**config.mk**
```make
export PLATFORM = sky130hd
export DESIGN_NAME = uart_frame_tx
export DESIGN_NICKNAME = d
export VERILOG_FILES = /design/src/rtl/uftx_pkg.sv /design/src/rtl/uftx_period.sv /design/src/rtl/uftx_timer.sv /design/src/rtl/uftx_seq.sv /design/src/rtl/uart_frame_tx.sv
export SDC_FILE = /design/constraint.sdc
export NUM_CORES = 1
export LEC_CHECK = 0
export ABC_AREA = 1
export CORE_MARGIN = 3
export CORE_UTILIZATION = 30
export CTS_BUF_LIST = sky130_fd_sc_hd__clkbuf_16
export DETAILED_ROUTE_END_ITERATION = 10
export GPL_TIMING_DRIVEN = 0
export PLACE_DENSITY = 0.53
export REMOVE_ABC_BUFFERS = 1
export SKIP_LAST_GASP = 1
export SLEW_MARGIN = 20
export SYNTH_ARGS = -nofsm -noshare
export SYNTH_HDL_FRONTEND = slang
export SYNTH_SLANG_ARGS = --single-unit
```
**constraint.sdc**
```tcl
create_clock -name clk -period 5.3 [get_ports clk]
set_input_delay 0.795 -clock clk [delete_from_list [all_inputs] [get_ports clk]]
set_output_delay 0.795 -clock clk [all_outputs]
set_load 0.1 [all_outputs]
```
**src/rtl/uftx_pkg.sv**
```systemverilog
// Shared types and helpers for the serial frame transmitter.
// Assumes data is at most 8 bits wide, with the word length coded as count minus 5.
package uftx_pkg;

    typedef enum logic [2:0] {
        ST_IDLE,
        ST_START,
        ST_DATA,
        ST_PAR,
        ST_STOP1,
        ST_STOP2
    } seg_e;

    typedef struct packed {
        logic [1:0] wlen;
        logic [2:0] par;
        logic       stop_ext;
    } frame_cfg_t;

    // Parity bit for a byte, masked to the word length, under a parity code
    function automatic logic calc_parity(input logic [7:0] d, input logic [1:0] wl,
                                         input logic [2:0] code);
        logic [7:0] mask;
        logic       ones;
        mask = 8'hFF >> (2'd3 - wl);
        ones = ^(d & mask);
        if (code[2])
            return ~code[1];
        else if (code[1])
            return ones;
        else
            return ~ones;
    endfunction

endpackage

```
**src/rtl/uftx_period.sv**
```systemverilog
// Bit period calculator: full bit length and half bit length in clock cycles.
// Assumes CNT_W leaves room for 16 * (2^DIV_W + 1).
module uftx_period #(
    parameter int DIV_W = 16,
    parameter int CNT_W = DIV_W + 5
) (
    input  logic [DIV_W-1:0] div_i,
    input  logic             direct_i,
    output logic [CNT_W-1:0] full_o,
    output logic [CNT_W-1:0] half_o
);
    logic [CNT_W-1:0] steps;

    // Step count with the fixed offset of two
    always_comb steps = CNT_W'(div_i) + CNT_W'(2);

    // Scale by sixteen unless the direct mode is selected; half is floored
    always_comb begin
        full_o = direct_i ? steps : (steps << 4);
        half_o = full_o >> 1;
    end
endmodule

```
**src/rtl/uftx_timer.sv**
```systemverilog
// Segment timer: loaded with (length - 1), counts down and holds at zero.
// seg_end_o is high in the last cycle of a segment and while no segment runs.
module uftx_timer #(
    parameter int CNT_W = 21
) (
    input  logic             clk,
    input  logic             rst_n,
    input  logic             load_i,
    input  logic [CNT_W-1:0] load_val_i,
    output logic             seg_end_o,
    output logic [CNT_W-1:0] left_o
);
    logic [CNT_W-1:0] cnt_q;

    // Reload on request, otherwise count down toward zero
    always_ff @(posedge clk) begin
        if (!rst_n)
            cnt_q <= '0;
        else if (load_i)
            cnt_q <= load_val_i;
        else if (cnt_q != '0)
            cnt_q <= cnt_q - CNT_W'(1);
    end

    always_comb seg_end_o = (cnt_q == '0);
    always_comb left_o    = cnt_q;
endmodule

```
**src/rtl/uftx_seq.sv**
```systemverilog
// Frame sequencer: walks start, data, parity and stop segments and drives the line.
// Assumes the segment timer reports seg_end_i in the last cycle of each segment.
module uftx_seq
    import uftx_pkg::*;
#(
    parameter int DIV_W = 16
) (
    input  logic             clk,
    input  logic             rst_n,
    input  logic             in_valid,
    input  logic [7:0]       in_data,
    input  frame_cfg_t       cfg_i,
    input  logic             cfg_direct,
    input  logic [DIV_W-1:0] cfg_div,
    input  logic             seg_end_i,
    output logic             in_ready,
    output logic             tx_o,
    output logic             tx_empty,
    output logic             load_o,
    output logic             load_half_o,
    output logic [DIV_W-1:0] sel_div_o,
    output logic             sel_direct_o
);
    seg_e             state_q;
    frame_cfg_t       cfg_q;
    logic [DIV_W-1:0] div_q;
    logic             direct_q;
    logic [7:0]       shreg_q;
    logic [2:0]       bitcnt_q;
    logic             par_q;
    logic             tx_q;
    logic             empty_q;
    logic             accept;
    logic             finishing;
    logic [2:0]       last_bit;

    // Handshake and segment-end decisions
    always_comb begin
        accept    = (state_q == ST_IDLE) && in_valid;
        finishing = seg_end_i && (((state_q == ST_STOP1) && !cfg_q.stop_ext) ||
                                  (state_q == ST_STOP2));
        last_bit  = 3'd4 + 3'(cfg_q.wlen);
    end

    // Timer control: load at acceptance and at every inner segment boundary
    always_comb begin
        load_o      = accept || (seg_end_i && (state_q != ST_IDLE) && !finishing);
        load_half_o = (state_q == ST_STOP1) && cfg_q.stop_ext && (cfg_q.wlen == 2'd0);
    end

    // Period source: live inputs while idle, captured values during a frame
    always_comb begin
        sel_div_o    = (state_q == ST_IDLE) ? cfg_div    : div_q;
        sel_direct_o = (state_q == ST_IDLE) ? cfg_direct : direct_q;
    end

    // Segment state machine and line driver
    always_ff @(posedge clk) begin
        if (!rst_n) begin
            state_q  <= ST_IDLE;
            cfg_q    <= '0;
            div_q    <= '0;
            direct_q <= 1'b0;
            shreg_q  <= '0;
            bitcnt_q <= '0;
            par_q    <= 1'b0;
            tx_q     <= 1'b1;
            empty_q  <= 1'b1;
        end else begin
            unique case (state_q)
                ST_IDLE: begin
                    if (accept) begin
                        cfg_q    <= cfg_i;
                        div_q    <= cfg_div;
                        direct_q <= cfg_direct;
                        shreg_q  <= in_data;
                        par_q    <= calc_parity(in_data, cfg_i.wlen, cfg_i.par);
                        tx_q     <= 1'b0;
                        empty_q  <= 1'b0;
                        state_q  <= ST_START;
                    end
                end
                ST_START: begin
                    if (seg_end_i) begin
                        tx_q     <= shreg_q[0];
                        shreg_q  <= shreg_q >> 1;
                        bitcnt_q <= '0;
                        state_q  <= ST_DATA;
                    end
                end
                ST_DATA: begin
                    if (seg_end_i) begin
                        if (bitcnt_q == last_bit) begin
                            if (cfg_q.par[0]) begin
                                tx_q    <= par_q;
                                state_q <= ST_PAR;
                            end else begin
                                tx_q    <= 1'b1;
                                state_q <= ST_STOP1;
                            end
                        end else begin
                            tx_q     <= shreg_q[0];
                            shreg_q  <= shreg_q >> 1;
                            bitcnt_q <= bitcnt_q + 3'd1;
                        end
                    end
                end
                ST_PAR: begin
                    if (seg_end_i) begin
                        tx_q    <= 1'b1;
                        state_q <= ST_STOP1;
                    end
                end
                ST_STOP1: begin
                    if (seg_end_i) begin
                        if (cfg_q.stop_ext) begin
                            state_q <= ST_STOP2;
                        end else begin
                            state_q <= ST_IDLE;
                            empty_q <= 1'b1;
                        end
                    end
                end
                ST_STOP2: begin
                    if (seg_end_i) begin
                        state_q <= ST_IDLE;
                        empty_q <= 1'b1;
                    end
                end
                default: state_q <= ST_IDLE;
            endcase
        end
    end

    always_comb begin
        in_ready = (state_q == ST_IDLE);
        tx_o     = tx_q;
        tx_empty = empty_q;
    end
endmodule

```
**src/rtl/uart_frame_tx.sv**
```systemverilog
// Asynchronous serial transmitter top: period calculation, segment timer, sequencer.
// Assumes a single clock domain and synchronous active-low reset.
module uart_frame_tx
    import uftx_pkg::*;
#(
    parameter int DIV_W = 16
) (
    input  logic             clk,
    input  logic             rst_n,
    input  logic             in_valid,
    output logic             in_ready,
    input  logic [7:0]       in_data,
    input  logic [1:0]       cfg_wlen,
    input  logic [2:0]       cfg_parity,
    input  logic             cfg_stop_ext,
    input  logic             cfg_direct,
    input  logic [DIV_W-1:0] cfg_div,
    output logic             tx_o,
    output logic             tx_empty
);
    localparam int CNT_W = DIV_W + 5;

    frame_cfg_t       cfg_in;
    logic [DIV_W-1:0] sel_div;
    logic             sel_direct;
    logic [CNT_W-1:0] full_len;
    logic [CNT_W-1:0] half_len;
    logic [CNT_W-1:0] load_val;
    logic [CNT_W-1:0] seg_left;
    logic             load;
    logic             load_half;
    logic             seg_end;

    // Gather the framing inputs into one record
    always_comb cfg_in = '{wlen: cfg_wlen, par: cfg_parity, stop_ext: cfg_stop_ext};

    // Pick the next segment length, stored as length minus one
    always_comb load_val = (load_half ? half_len : full_len) - CNT_W'(1);

    uftx_period #(.DIV_W(DIV_W), .CNT_W(CNT_W)) u_period (
        .div_i    (sel_div),
        .direct_i (sel_direct),
        .full_o   (full_len),
        .half_o   (half_len)
    );

    uftx_timer #(.CNT_W(CNT_W)) u_timer (
        .clk        (clk),
        .rst_n      (rst_n),
        .load_i     (load),
        .load_val_i (load_val),
        .seg_end_o  (seg_end),
        .left_o     (seg_left)
    );

    uftx_seq #(.DIV_W(DIV_W)) u_seq (
        .clk          (clk),
        .rst_n        (rst_n),
        .in_valid     (in_valid),
        .in_data      (in_data),
        .cfg_i        (cfg_in),
        .cfg_direct   (cfg_direct),
        .cfg_div      (cfg_div),
        .seg_end_i    (seg_end),
        .in_ready     (in_ready),
        .tx_o         (tx_o),
        .tx_empty     (tx_empty),
        .load_o       (load),
        .load_half_o  (load_half),
        .sel_div_o    (sel_div),
        .sel_direct_o (sel_direct)
    );
endmodule

```
# Yosys cells after proc, flatten, opt, wreduce, memory -nomap -nowiden
# Cells that the tools add are included.
[op_classes] eq_ne=15 mux=36 n_bitwise=3 n_reduce_logical=28 shifts=1 add_sub_neg=6
[op_table] op="two-way mux 21 bit" n=4
[op_table] op="subtractor 21 x 1 -> 21 bit, second input constant" n=2
[op_table] op="two-way mux 3 bit" n=11
[op_table] op="two-way mux 8 bit" n=4
[op_table] op="case mux 8 bit (3 select lines)" n=1
[op_table] op="logical NOT 21 bit" n=1
[op_table] op="nonzero test 21 bit" n=1
[op_table] op="case mux 3 bit (6 select lines)" n=1
[op_table] op="adder 16 x 2 -> 17 bit, second input constant" n=1
[op_table] op="two-way mux 16 bit" n=1
[op_table] op="AND reduction 5 bit" n=3
[op_table] op="!= test 2 x 1 -> 1 bit, second input constant" n=7
[op_table] op="two-way mux 1 bit" n=11
[op_table] op="nonzero test 3 bit" n=3
[op_table] op="AND 8 bit" n=1
[op_table] op="parity 8 bit" n=1
[op_table] op=">> shifter 8 x 2 -> 8 bit, first input constant" n=1
[op_table] op="logical AND 1 bit" n=7
[op_table] op="AND reduction 7 bit" n=1
[op_table] op="== test 3 x 2 -> 1 bit, second input constant" n=2
[op_table] op="== test 3 bit, second input constant" n=2
[op_table] op="case mux 3 bit (2 select lines)" n=1
[op_table] op="!= test 2 bit, second input constant" n=2
[op_table] op="case mux 1 bit (4 select lines)" n=1
[op_table] op="other kinds (15)" n=19
[totals] elab_cells=101 ff_bits=59 in_bits=34 output_inout_bits=3

# Depth between registers and ports, before layout
# Gate-level depths: netlist of the first run.
[depth] depth_word=8 ltp_mapped=22

# Cells and area by module
# A second synthesis of the first run with hierarchy kept.
[hier_totals] hier_cells=946 hier_area_um2=5550.3
[modules_own_cells] mod="uftx_seq" area_each_um2=2065.7 instances=1 seq_area_each_um2=760.7 cells_per_inst=313
[modules_own_cells] mod="uftx_timer" area_each_um2=1407.6 instances=1 seq_area_each_um2=420.4 cells_per_inst=223
[modules_own_cells] mod="uart_frame_tx" area_each_um2=1290.0 instances=1 seq_area_each_um2=0.0 cells_per_inst=269
[modules_own_cells] mod="uftx_period" area_each_um2=787.0 instances=1 seq_area_each_um2=0.0 cells_per_inst=141

# Least setup slack after synthesis of the first run
# No wires, ideal clock.
[synth_path] path_type="input to register" startpoint="input port in_valid" endpoint="register u_timer.cnt_q[14], in the netlist u_timer.left_o[14]" setup_time_ns=0.070 path_buffers=2 stages=16 setup_slack_ns=2.556 t_arrival_ns=2.673 required_time_ns=5.230 cell_sequence="clkbuf_1 nand2_1 nand2_1 buf_6 inv_2 nand2_1 nand2_1 inv_2 ha_1 nand3_1 nor2_1 nand3_1 nor2_1 nand4_1 or2_0 a21oi_1"
[synth_via] elab_chain_len=3
[synth_rtl] item="start, declared" line="uart_frame_tx.sv:10" source="input logic in_valid,"
[synth_rtl] item="logical AND 1 bit *" line="uftx_seq.sv:39" source="accept = (state_q == ST_IDLE) && in_valid;"
[synth_rtl] item="logical OR 1 bit *" line="uftx_seq.sv:47" source="load_o = accept || (seg_end_i && (state_q != ST_IDLE) && !finishing);"
[synth_rtl] item="two-way mux 21 bit / nonzero test 2 bit (equally long branches)"
[synth_rtl] item="end signal, assigned" line="uftx_timer.sv:20" source="cnt_q <= load_val_i;"
[synth_rtl] item="end signal, assigned" line="uftx_timer.sv:22" source="cnt_q <= cnt_q - CNT_W'(1);"
[synth_rtl] item="end, declared" line="uftx_timer.sv:13" source="logic [CNT_W-1:0] cnt_q;"
# Mark *: on every way between the ends. The rest lies on a longest branch, timed or not.
# A chain may end at the register's enable or synchronous reset.

# Worst setup path after layout of the first run
[layout_path] startpoint="input port in_valid" endpoint="register u_timer.cnt_q[18], in the netlist u_timer.left_o[18]"
# Same word-level chain as after synthesis.

==> results.json, run 1 <==
{
  "drt_iter0_markers": 315,
  "synth.top_cell.area_share_pct": 27.96,
  "max_freq_mhz": 224.8,
  "hold_class": "register to register",
  "first_pass_iters": 5,
  "first_global_vias": 4367,
  "rows": 42,
  "dp_hpwl_um": 9010,
  "slowest_stage": "clkdlybuf4s50_1",
  "cts_root_buffer": "clkbuf_16",
  "ir_drop_mv": 0.3189,
  "vias_per_cell": 4.989,
  "fin_skew_ps": 8.007,
  "fin_crit_sh_pct": 83.94,
  "ys_warn_count": 0,
  "htreeDepth": 3,
  "cts_sinks": 59,
  "cts.clk_slew.worst_paths_ps": 50,
  "synth.distinct_cells": 42,
  "cp_common_cell": "nor2_1",
  "io_buffers": 36,
  "grt_pass1_wl_um": 20760,
  "path_cells": "clkdlybuf4s50_1 > nand2_2 > nand2_1 > inv_2 > nand2_1 > nand2_1 > inv_2 > ha_1 > nand3_1 > nor2_1 > nand3_1 > nor2_1 > nand4_1 > nor2_1 > nor2_1 > nor2_1 > nor2_1",
  "clk_path_buf_depth": 2,
  "clk_latency_ps": 330,
  "cts_made_buffers": 9,
  "avgSynthCellArea_um2": 6.104,
  "ys_seq_area_share_pct": 27.96,
  "slowest_delay_ps": 920,
  "synthTopCellsByCount": "nand2_1 (202), nand3_1 (100), nor2_1 (72), inv_1 (60), dfxtp_1 (59)",
  "slew_viol_final": 0,
  "synth_area_leaders": "dfxtp_1 (28%), nand2_1 (18%), nand3_1 (12%)",
  "cp-startpoint": "in_valid",
  "synth_most_common_cell": "nand2_1",
  "ys_seq_elements": 59,
  "die_h_um": 124.7,
  "cts_tree": "done",
  "io_pins": 37,
  "worstMarginPinSlew_ps": 968.3,
  "rsz0062_at_grt": "false",
  "synthesis.area_mm2": 0.004224,
  "wl_per_cell_um": 13.47,
  "start_util_pct": 31.28,
  "place.gp.congestion": 0.9049,
  "status": "finished clean",
  "grt_max_degree": 32,
  "p_per_area_mw_per_mm2": 638.3,
  "cp-end-kind": "register",
  "coreArea_mm2": 0.01351,
  "ys.flop_type": "dfxtp_1",
  "drive_above_1_share_pct": 7.778,
  "antenna_found_initial": 0,
  "synth-edff-count": 0,
  "ant_nets": 0,
  "hold_viol": 0,
  "diodes": 0,
  "critPathKind": "primary input to register",
  "syn-instance-count": 692,
  "layout_min_cycle_time_ps": 4449,
  "setup_viol": 0,
  "final_nets": 753,
  "dp_slack_ps": 142.0,
  "cp.required_ps": 5490,
  "maxSlewHeadroom_pct": 35.24,
  "arrival_ps": 4630,
  "maxCapViolCount": 0,
  "reg2reg_from": "u_seq.state_q[2]",
  "synthToLayoutAreaGrowth_pct": 18.51,
  "ys_async_sr_fraction_pct": 0,
  "yosys.area.top_type": "dfxtp_1",
  "grt_use_total_pct": 16.03,
  "cp_max_fo": 31,
  "fin_setup_tns_ps": 0,
  "drc": 0,
  "start_kind": "primary input",
  "drt-total-wl_um": 12070,
  "p_leak_nw": 2.160,
  "hold_path_startpoint": "u_seq.div_q[0]",
  "cts_hold_buf": 0,
  "finalWorstSetupSlack_ps": 850.9,
  "die_area_mm2": 0.01554,
  "die_w_um": 124.7,
  "overflow": 0,
  "num_vias": 4470
}
registers in the layout, summed over array words and instances (netlist names), 3 cells and up:
name            cells
u_seq.bitcnt_q      3
u_seq.cfg_q         4
u_seq.div_q        16
u_seq.shreg_q       8
u_seq.state_q       3
u_timer.left_o     21
logic make-up (layout without fill, tap and decap cells):
group / Yosys count / in the layout / synth area share, %
buffers and inverters: 90 / 118 / 9.064
AOI/OAI and AO/OA: 95 / 95 / 12.65
adders and majority gates: 3 / 3 / 0.8887
xor gates and xnor gates: 13 / 13 / 2.696
DFF: 59 / 59 / 27.96
and+or+nand+nor: 432 / 432 / 46.74
worst max-delay path, delay by kind of cell:
kind	cells	cell delay, ps
simple gates	13	2440
fa+ha+maj	1	160
buf+inv	3	1220
metrics by stage:
step | total power [mW] | hold slack, ps | area, um2 | std cells | util (%)
final | 3.195 | 447.5 | 5006 | 896 | 37.07
after global routing | 3.527 | 470.1 | 5006 | 896 | 37.07
after floorplan | 2.084 | 423.9 | 4093 | 669 | -
after detailed placement | 2.521 | 443.6 | 4673 | 881 | 34.60
after global placement | 2.492 | 435.8 | 4673 | 881 | 34.60
after CTS | 3.205 | 451.9 | 5004 | 896 | 37.05
where the power goes:
group	switching (mW)	leakage [nW]	internal [mW]
combinational	1.30	1.52	0.563
sequential	0.0882	0.486	0.582
clock	0.213	0.157	0.453
area by class of cell:
cell class | instances | area [um2]
fill | 1464 | 8499
multi-input combinational | 543 | 2663
sequential | 59 | 1181
timing repair buffer | 36 | 360.3
inverter | 67 | 251.5
clock buffer | 9 | 225.2
tap | 176 | 220.2
clock inverter | 6 | 105.1
path summary, 6_finish.rpt:
path	end	slack, ps	cells past startpoint
setup / recovery	u_timer.left_o[18]	850	17
hold / removal	u_seq.div_q[0]	450	2
setup reg to reg	u_timer.left_o[18]	1030	19
hold reg to reg	u_seq.div_q[0]	450	2
layer usage:
metal  global-route usage, %  up-vias  wire (um)
met5                       0        -          0
met4                   5.222        0        159
met3                   3.302       12        445
met2                   26.94       87       5748
met1                   20.49     2053       5714
li1                        -     2318          -
layout by cell type, fill, tap and decap left out, drive strengths merged, types with 2 or more instances in the layout:
master | netlist | routed
nand2 | 208 | 208
nand3 | 108 | 108
nor2 | 86 | 86
inv | 67 | 67
dfxtp | 59 | 59
a21oi | 37 | 37
clkdlybuf4s50 | 0 | 36
o21ai | 35 | 35
xor2 | 11 | 11
nand4 | 10 | 10
a31oi | 10 | 10
clkbuf | 13 | 9
or2 | 9 | 9
nor3 | 5 | 5
nand3b | 4 | 4
a211oi | 3 | 3
ha | 3 | 3
bufinv | 0 | 3
xnor2 | 2 | 2
o211ai | 2 | 2
o22ai | 2 | 2
clkinv | 0 | 2
timing repair:
action	in CTS	in global routing
buffers inserted	0	0
resized for setup	0	1
hold endpoints to repair	0	0
endpoints found under the setup margin	0	4
Note: power is estimated with default switching activity, not from simulation.
==> run 2: changes to the inputs <==
- PLACE_DENSITY: 0.53 -> 0.55
- clock period: 5.3 -> 3.55 ns (I/O delays scaled with it)
==> run 2 against run 1 <==
  * Non-clock buffer count grew 5
  * Die area is the same
  * Cell count grew 0.67%
  * Clock-buffer cell count is the same
  * Clock skew shrank 1.2 ps
  * Sequential power grew 49%
  * Register-to-register slack lost 670 ps
  * Setup slack lost 490 ps
  * Worst hold slack gained 6.4 ps
  * Utilization grew 0.28 points
==> results.json, run 2 (synthesis results as in run 1) <==
{
  "status": "finished clean",
  "start_kind": "register",
  "die_h_um": 124.7,
  "ant_nets": 0,
  "rows": 42,
  "antenna_found_initial": 0,
  "drc": 0,
  "fin_skew_ps": 6.766,
  "htreeDepth": 3,
  "ir_drop_mv": 0.3093,
  "utilization_pct": 37.34,
  "maxSlewHeadroom_pct": 35.56,
  "p_leak_nw": 2.179,
  "cp_common_cell": "nand2_8",
  "arrival_ps": 3440,
  "first_global_vias": 4262,
  "drt_iter0_markers": 264,
  "cp_max_fo": 31,
  "fin_setup_tns_ps": 0,
  "cp.required_ps": 3800,
  "max_freq_mhz": 314.0,
  "cp-end-kind": "register",
  "largest_reg_flops": 21,
  "synthToLayoutAreaGrowth_pct": 19.40,
  "p_per_area_mw_per_mm2": 928.1,
  "num_vias": 4486,
  "cts_root_buffer": "clkbuf_16",
  "hold-worst-slack_ps": 453.9,
  "place.gp.congestion": 0.8654,
  "layout_min_cycle_time_ps": 3185,
  "cts_tree": "done",
  "start_util_pct": 31.28,
  "slowest_stage": "dfxtp_1",
  "path_cells": "inv_6 > nand2_8 > clkinv_8 > nand2_8 > nand2_8 > inv_2 > nand2_1 > nand2_1 > inv_2 > ha_1 > nand3_1 > nor2_1 > nand3_1 > nor2_1 > nand4_1 > or2_0 > a21oi_1",
  "grt_max_degree": 32,
  "io_buffers": 36,
  "drive_above_1_share_pct": 8.953,
  "fin_area_mm2": 0.005044,
  "slew_viol_final": 0,
  "die_w_um": 124.7,
  "die_area_mm2": 0.01554,
  "setup_viol": 0,
  "fin_crit_sh_pct": 89.72,
  "place_area_mm2": 0.004673,
  "critPathKind": "register to register",
  "grt_use_total_pct": 15.27,
  "grt_pass1_wl_um": 19460,
  "diodes": 0,
  "vias_per_cell": 4.973,
  "io_pins": 37,
  "clk_path_buf_depth": 2,
  "cts.clk_slew.worst_paths_ps": 50,
  "cts_hold_buf": 0,
  "dp_hpwl_um": 8844,
  "coreArea_mm2": 0.01351,
  "overflow": 0,
  "clk_latency_ps": 340,
  "mostFrequentLayoutCell": "nand2_1",
  "crit_buf_inv": 4,
  "slowest_delay_ps": 400,
  "hold_viol": 0,
  "final_nets": 758,
  "wl_per_cell_um": 12.93,
  "layout_common_cells": "nand2_1 (200), nand3_1 (100), nor2_1 (71)",
  "cts_sinks": 59,
  "worstMarginPinSlew_ps": 963.5,
  "hold_class": "register to register",
  "maxCapViolCount": 0,
  "drt-total-wl_um": 11660,
  "first_pass_iters": 5,
  "nFillCells": 1451,
  "cpLargestDelayFamily": "simple AND/OR/NAND/NOR gates",
  "cts_made_buffers": 9
}
[run 2: per-layer routing]
layer / part of all wire, % / track usage (%) / vias up
li1: - / - / 2329
met1: 48 / 18.58 / 2063
met2: 46 / 25.48 / 72
met3: 4.2 / 3.988 / 22
met4: 2.3 / 6.383 / 0
met5: 0 / 0 / -
[run 2: power by group]
group,switching [mW],total (mW),internal [mW]
Combinational,1.94,2.83,0.894
Sequential,0.129,0.998,0.869
Clock,0.318,0.851,0.533
[run 2: area by class of cell]
type | count | area, um2 | area share (%)
multi-input cells | 543 | 2695 | 53.44
flip-flops and latches | 59 | 1181 | 23.42
repair buffers | 41 | 392.9 | 7.790
inverters | 67 | 269.0 | 5.334
clock buffers | 9 | 225.2 | 4.465
well taps | 176 | 220.2 | 4.366
clock inverters | 7 | 60.06 | 1.191
[run 2: tightest hold or removal path: cells and delay by family, from the launching register on]
family,cells,cell delay [ps]
compound gates,1,50
flops,1,290
buf+inv,1,60
[run 2: metrics by stage]
step,total power [mW],std cells,setup WS [ps]
floorplan,3.111,669,-282.6
global placement,3.707,881,-1352
detailed placement,3.747,881,-1398
CTS,4.642,897,17.68
global route,5.144,902,-9.233
finish,4.681,902,364.8
[run 2: final timing paths]
check / startpoint / endpoint / slack [ps] / cells after the start
worst max-delay path: u_seq.state_q[2] / u_timer.left_o[14] / 360 / 17
worst min-delay path: u_seq.div_q[0] / u_seq.div_q[0] / 450 / 2
worst max register to register: u_seq.state_q[2] / u_timer.left_o[14] / 360 / 17
worst min register to register: u_seq.div_q[0] / u_seq.div_q[0] / 450 / 2
[run 2: what timing repair did]
| item | CTS | global route |
|---|---|---|
| pin swaps | 1 | 4 |
| setup endpoints to repair | 21 | 9 |
| gates resized for setup | 7 | 10 |
| setup buffers | 0 | 5 |
